===== src/rtl/rgb_asm_pkg.sv =====
package rgb_asm_pkg;
    parameter int COLOR_W   = 6;
    parameter int NUM_BEATS = 3;
    localparam int PIX_W    = COLOR_W * NUM_BEATS;

    typedef enum logic [1:0] {
        BEAT_RED = 2'd0,
        BEAT_GRN = 2'd1,
        BEAT_BLU = 2'd2
    } beat_e;
endpackage


===== src/rtl/rgb_vsync_edge.sv =====
module rgb_vsync_edge (
    input  logic clk_i,
    input  logic rst_n_i,
    input  logic vsync_i,
    output logic fall_o
);
    logic vsync_q;

    always_ff @(posedge clk_i) begin
        if (!rst_n_i) vsync_q <= 1'b0;
        else          vsync_q <= vsync_i;
    end

    assign fall_o = vsync_q & ~vsync_i;

    // Edge flag only when the registered copy was high.
    AST_FALL_NEEDS_HIGH: assert property (@(posedge clk_i) disable iff (!rst_n_i)
        fall_o |-> $past(vsync_i)) else $error("fall without prior high");
endmodule


===== src/rtl/rgb_beat_fsm.sv =====
module rgb_beat_fsm
    import rgb_asm_pkg::*;
(
    input  logic  clk_i,
    input  logic  rst_n_i,
    input  logic  fall_i,
    input  logic  accept_i,
    output beat_e beat_o,
    output logic  last_o,
    output logic  misalign_o
);
    beat_e state_q;
    beat_e state_d;
    beat_e eff_beat;
    logic  misalign_q;

    // Effective beat for this edge: a frame start realigns to red first.
    assign eff_beat = fall_i ? BEAT_RED : state_q;

    always_ff @(posedge clk_i) begin
        if (!rst_n_i) state_q <= BEAT_RED;
        else          state_q <= state_d;
    end

    always_comb begin
        state_d = eff_beat;
        if (accept_i) begin
            unique case (eff_beat)
                BEAT_RED: state_d = BEAT_GRN;
                BEAT_GRN: state_d = BEAT_BLU;
                BEAT_BLU: state_d = BEAT_RED;
                default:  state_d = BEAT_RED;
            endcase
        end
    end

    always_ff @(posedge clk_i) begin
        if (!rst_n_i) misalign_q <= 1'b0;
        else          misalign_q <= fall_i && (state_q != BEAT_RED);
    end

    assign beat_o     = eff_beat;
    assign last_o     = accept_i && (eff_beat == BEAT_BLU);
    assign misalign_o = misalign_q;

    AST_FALL_TO_RED: assert property (@(posedge clk_i) disable iff (!rst_n_i)
        (fall_i && !accept_i) |=> (state_q == BEAT_RED)) else $error("no realign");
    AST_FALL_ACCEPT_GRN: assert property (@(posedge clk_i) disable iff (!rst_n_i)
        (fall_i && accept_i) |=> (state_q == BEAT_GRN)) else $error("same-edge beat not red");
    AST_IDLE_HOLDS: assert property (@(posedge clk_i) disable iff (!rst_n_i)
        (!fall_i && !accept_i) |=> $stable(state_q)) else $error("counter moved when idle");
endmodule


===== src/rtl/rgb_pixel_pack.sv =====
module rgb_pixel_pack
    import rgb_asm_pkg::*;
(
    input  logic               clk_i,
    input  logic               rst_n_i,
    input  logic               accept_i,
    input  beat_e              beat_i,
    input  logic               last_i,
    input  logic [COLOR_W-1:0] data_i,
    output logic [PIX_W-1:0]   pixel_o,
    output logic               pixel_valid_o
);
    localparam int NUM_PART = NUM_BEATS - 1;

    logic [COLOR_W-1:0] part_q [NUM_PART];
    logic [PIX_W-1:0]   pixel_q;
    logic               pv_q;

    // One holding register per colour that precedes the final beat.
    for (genvar g = 0; g < NUM_PART; g++) begin : g_part
        always_ff @(posedge clk_i) begin
            if (!rst_n_i)
                part_q[g] <= '0;
            else if (accept_i && (beat_i == beat_e'(g)))
                part_q[g] <= data_i;
        end
    end

    always_ff @(posedge clk_i) begin
        if (!rst_n_i) begin
            pixel_q <= '0;
            pv_q    <= 1'b0;
        end else begin
            pv_q <= last_i;
            if (last_i) pixel_q <= {part_q[0], part_q[1], data_i};
        end
    end

    assign pixel_o       = pixel_q;
    assign pixel_valid_o = pv_q;

    AST_PV_SINGLE: assert property (@(posedge clk_i) disable iff (!rst_n_i)
        pixel_valid_o |=> !pixel_valid_o) else $error("strobe longer than one cycle");
    AST_PIXEL_HELD: assert property (@(posedge clk_i) disable iff (!rst_n_i)
        !last_i |=> $stable(pixel_o)) else $error("pixel changed without strobe");
endmodule


===== src/rtl/rgb_pixel_assembler.sv =====
module rgb_pixel_assembler
    import rgb_asm_pkg::*;
(
    input  logic               clk_i,
    input  logic               rst_n_i,
    input  logic               vsync_i,
    input  logic               valid_i,
    input  logic               enable_i,
    input  logic [COLOR_W-1:0] data_i,
    output logic [PIX_W-1:0]   pixel_o,
    output logic               pixel_valid_o,
    output logic               misalign_o
);
    logic  fall;
    logic  accept;
    logic  last;
    beat_e beat;

    assign accept = valid_i & enable_i;

    rgb_vsync_edge u_edge (
        .clk_i   (clk_i),
        .rst_n_i (rst_n_i),
        .vsync_i (vsync_i),
        .fall_o  (fall)
    );

    rgb_beat_fsm u_fsm (
        .clk_i      (clk_i),
        .rst_n_i    (rst_n_i),
        .fall_i     (fall),
        .accept_i   (accept),
        .beat_o     (beat),
        .last_o     (last),
        .misalign_o (misalign_o)
    );

    rgb_pixel_pack u_pack (
        .clk_i         (clk_i),
        .rst_n_i       (rst_n_i),
        .accept_i      (accept),
        .beat_i        (beat),
        .last_i        (last),
        .data_i        (data_i),
        .pixel_o       (pixel_o),
        .pixel_valid_o (pixel_valid_o)
    );

    AST_PV_NEEDS_QUAL: assert property (@(posedge clk_i) disable iff (!rst_n_i)
        pixel_valid_o |-> $past(valid_i && enable_i)) else $error("strobe without qualified beat");
    AST_MIS_AFTER_FALL: assert property (@(posedge clk_i) disable iff (!rst_n_i)
        misalign_o |-> ($past(vsync_i, 2) && !$past(vsync_i))) else $error("misalign without frame start");
endmodule


===== config.mk =====
export PLATFORM = sky130hd
export DESIGN_NAME = rgb_pixel_assembler
export DESIGN_NICKNAME = d
export VERILOG_FILES = /design/src/rtl/rgb_asm_pkg.sv /design/src/rtl/rgb_vsync_edge.sv /design/src/rtl/rgb_beat_fsm.sv /design/src/rtl/rgb_pixel_pack.sv /design/src/rtl/rgb_pixel_assembler.sv
export SDC_FILE = /design/constraint.sdc
export NUM_CORES = 1
export LEC_CHECK = 0
export ABC_AREA = 1
export CAP_MARGIN = 20
export CORE_UTILIZATION = 30
export CTS_CLUSTER_DIAMETER = 50
export DETAILED_ROUTE_END_ITERATION = 6
export HOLD_SLACK_MARGIN = 0.15
export PLACE_DENSITY_LB_ADDON = 0.05
export SLEW_MARGIN = 20
export SYNTH_ARGS = -nofsm -noshare
export SYNTH_HDL_FRONTEND = slang
export SYNTH_SLANG_ARGS = --single-unit

===== constraint.sdc =====
create_clock -name clk_i -period 1.9 [get_ports clk_i]
set_input_delay 0.285 -clock clk_i [delete_from_list [all_inputs] [get_ports clk_i]]
set_output_delay 0.285 -clock clk_i [all_outputs]
set_load 0.05 [all_outputs]

# Yosys cells after proc, flatten, opt, wreduce, memory -nomap -nowiden
# Memories as Yosys holds them, arrays and structs flattened. A register that Yosys moved wholly into a read port is not among the register bits.
# Index checks and enable logic that the tools add are counted.
# word_totals
regBits,23
ram_bits,12
input_bits,11
out_inout_bits,20
memories,1
# classes
n_eq_ne,2
n_mux,12
n_bitwise,5
reduce_logical,8
# memory_table
memory,words,width,read_ports,rd_ports_with_merged_regs,write_ports,line_no,source
u_pack.part_q,2,6,2,2,2,rgb_pixel_pack.sv:15,logic [COLOR_W-1:0] part_q [NUM_PART];
# op_table
operator,count
two-way mux 6 bit,2
two-way mux 1 bit,7
logical AND 1 bit,4
two-way mux 2 bit,2
one-hot mux 2 bit (2 select lines),1
bitwise AND 1 bit,2
equality test 2 x 1 -> 1 bit (second input constant),1
equality test 2 bit (second input constant),1
zero test 1 bit,2
zero test 2 bit,1
bitwise OR 1 bit,2
nonzero test 2 bit,1
inverter 1 bit,1

# Logic depth before layout (Yosys ltp)
# depth
ltp_word,9
ltp_mapped,7
depth_no_buf,6

# By module
# A second synthesis with hierarchy kept.
# hier_totals
hier_cells,148
hier_area_um2,1337.5
# modules_own_cells
mod,instances,cells_per_inst,area_each_um2
rgb_pixel_pack,1,119,1151.1
rgb_beat_fsm,1,22,143.9
rgb_vsync_edge,1,5,35.0
rgb_pixel_assembler,1,2,7.5

# Least setup slack after synthesis
# OpenSTA, ideal clock, no wires.
# synth_path
path_type,in2reg
from,input port rst_n_i
to,"memory u_pack.part_q[0][0], enable pin"
arrival_time_ps,887
path_slack_ps,725
path_stages,3
n_path_buf,2
path_cell_list,buf_2 clkbuf_1 nand2_1
# synth_rtl
element,line_no,source
from (decl),rgb_pixel_assembler.sv:5,"input logic rst_n_i,"
to (decl),rgb_pixel_pack.sv:15,

# Worst setup path in the final report
# layout_path
from,register u_pack.pixel_q[16] (netlist: u_pack.pixel_o[16]) (read register of u_pack.part_q)
to,output port pixel_o[16]
# layout_rtl
element,line_no,source
from (decl),rgb_pixel_pack.sv:16,logic [PIX_W-1:0] pixel_q;
to (decl),rgb_pixel_assembler.sv:10,"output logic [PIX_W-1:0] pixel_o,"
# No word-level cell between the ends.

==> results.yml <==
synth:
  yosysTopAreaCellShare_pct: 31.8
  syn_inst: 171
  ys_types: 21
  yosys.area.top_type: "dfxtp_1"
  netlist_area_mm2: 0.00145
  ys_warn_count: 0
  synth_fp_nets: 182
  ys_seq_area_share_pct: 56.6
  synthTopCellsByArea: "dfxtp_1 (32%), edfxtp_1 (25%), nor2_1 (12%), nand3_1 (7.6%), nand2_1 (6.2%)"
  avgSynthCellArea_um2: 8.48
  ys_ff_latch: 35
route:
  initialDrtViolationCount: 23
  vias: 1118
  ant_nets: 0
  wl_um: 2820
  drt-pass1-iter-count: 3
  drc: 0
  wl_per_cell_um: 10.9
  viasPerCell: 4.33
power:
  power_density_mw_per_mm2: 890
  switching_share_pct: 20.4
  netSwitchingPower_mw: 0.349
  clkPwrFrac_pct: 46.1
  peakVddDrop_mv: 0.389
  internal-power_mw: 1.36
  seqPwrFrac_pct: 46.9
  comb_power_share_pct: 6.9
  p_leak_nw: 0.823
floorplanning:
  start_util_pct: 32.2
  die-area_mm2: 0.00512
  coreArea_mm2: 0.00450
  num_rows: 24
  die_h_um: 71.5
  io_pins: 31
  die_w_um: 71.5
clocking:
  clkSlewWorstSetupHoldPaths_ns: 0.07
  post_cts_buffers: 0
  cts-root-buf: "clkbuf_8"
  clockBufferDepth: 2
  cts_resized: 0
  cts_tree: "yes"
  cts_hold_buffers: 0
  cts_buffers: 5
  insertion_delay_ns: 0.29
  cts.sinks: 35
  htreeDepth: 2
finish:
  layout.cells.non_filler: 258
  diodes: 0
  final_nets: 216
  drive_gt1_share_pct: 9.71
  n_fill_cell: 470
  area_growth_pct: 32.7
critical_path:
  path_max_fanout: 2
  critPathBufInv: 1
  crit_required_ns: 1.62
  worst_path_max_delay_cell: "clkdlybuf4s50_1"
  max_stage_delay_ns: 0.81
  endpoint_kind: "primary output"
  path_cells: "clkdlybuf4s50_1"
  path_class: "reg2out"
  startpoint_type: "flip-flop"
  cp.arrival_ns: 1.43
  cp_top_family: "buffers and inverters"
place:
  portBuffers: 30
  hpwlAfterDp_um: 2020
  dp.cells: 250
  gp_congestion: 0.772
  dpl_worst_slack_ns: 0.169
timing:
  finalHoldViolations: 0
  final-setup-viol-count: 0
  tightest_slew_ns: 0.501
  maxSlewViolCount: 0
  relSlewSlack_pct: 66.5
  setup_ws_ns: 0.182
  period_minus_slack_ns: 1.72
  finalCritPeriodShare_pct: 90.4
  tns_ns: 0
  whs_ns: 0.482
  rsz0062_at_grt: "no"
  fmax_mhz: 582
  finClkSkew_ns: 0.00737
grt:
  track_usage_pct: 13.0
  grt_pass1_wl_um: 4950
  grt_antenna_before_repair: 0
  grt_pass1_vias: 1088
  grt_max_degree: 20
  grt_overflow_total: 0
min_path:
  hp-class: "reg2reg"
run_status:
  outcome: "completed"
job:
  maxCapViolations: 0
-- registers in the layout, summed over array words and instances (netlist names) --
register and flops:
u_edge.vsync_q 1, u_fsm.misalign_o 1, u_fsm.state_q 2, u_pack.part_q 12, u_pack.pixel_o 18, u_pack.pixel_valid_o 1
-- synth_stat cells --
cell type,count
buf_4,1
nor2_8,1
a21oi_4,1
buf_6,1
nor3_1,1
nor2_1,48
dfxtp_1,23
a211oi_1,1
nand2_4,2
edfxtp_1,12
clkinv_2,1
nand2_1,24
nor2_4,1
nand2_2,2
nand4_1,2
buf_8,1
clkbuf_1,2
inv_1,22
nand3_1,22
buf_2,1
inv_2,2
-- metrics by stage --
stage | cell area, um^2 | util [%] | power (mW)
after CTS | 1920 | 42.7 | 1.73
after global routing | 1920 | 42.7 | 1.79
after global placement | 1790 | 39.8 | 0.940
final | 1920 | 42.7 | 1.71
after detailed placement | 1790 | 39.8 | 0.942
after floorplan | 1450 | - | 0.897
-- final timing paths --
| check | startpoint | to | slack, ns | cells after the start |
|---|---|---|---|---|
| worst min register to register | u_pack.pixel_o[0] | u_pack.pixel_o[0] | 0.48 | 2 |
| worst min-delay path | u_pack.pixel_o[0] | u_pack.pixel_o[0] | 0.48 | 2 |
| worst max register to register | u_edge.vsync_q | u_pack.part_q[0][5] | 0.57 | 4 |
| worst max-delay path | u_pack.pixel_o[16] | pixel_o[16] | 0.18 | 1 |
-- metal layers --
metal,part of all wire [%],vias up,GRT usage (%)
met3,4.5,5,4.92
met1,46,493,14.8
met2,47,24,21.9
met4,1.8,0,5.23
li1,-,596,-
met5,0,-,0
-- kinds of logic after synthesis --
family                 after synthesis  synth area share, %
DFF                                 35                 56.6
buffers and inverters               31                 9.75
AOI/OAI and AO/OA                    2                 1.64
and+or+nand+nor                    103                 32.0
-- power groups by stage --
stage | Sequential, mW | Clock, mW | Combinational (mW)
floorplan | 0.830 | 0 | 0.0676
global placement | 0.821 | 0 | 0.119
detailed placement | 0.821 | 0 | 0.121
CTS | 0.804 | 0.807 | 0.122
global route | 0.806 | 0.854 | 0.132
finish | 0.804 | 0.790 | 0.119
-- final cells by class --
class | instances | area, um^2 | area share [%]
Clock buffer | 6 | 72.6 | 3.77
Clock inverter | 2 | 60.1 | 3.12
Inverter | 25 | 95.1 | 4.94
Multi-Input combinational cell | 105 | 488 | 25.4
Sequential cell | 35 | 821 | 42.7
Tap cell | 52 | 65.1 | 3.38
Timing Repair Buffer | 33 | 323 | 16.8
-- cells in the final DEF, fill, tap and decap left out, types with 2 or more instances in the layout --
cell,synthesis,layout
clkdlybuf4s50_1,0,30
inv_2,2,2
dfxtp_1,23,23
nand2_4,2,2
clkbuf_8,0,5
nand4_1,2,2
nand2_2,2,2
edfxtp_1,12,12
buf_4,1,3
inv_1,22,22
nor2_1,48,48
bufinv_16,0,2
nand2_1,24,24
nand3_1,22,22
-- worst reg2reg max path, delay by kind of cell, from the launching register on --
family	cells	cell delay, ns
flip-flops	1	0.43
AND/OR/NAND/NOR	4	0.74
Power figures use the tool's default switching activity.
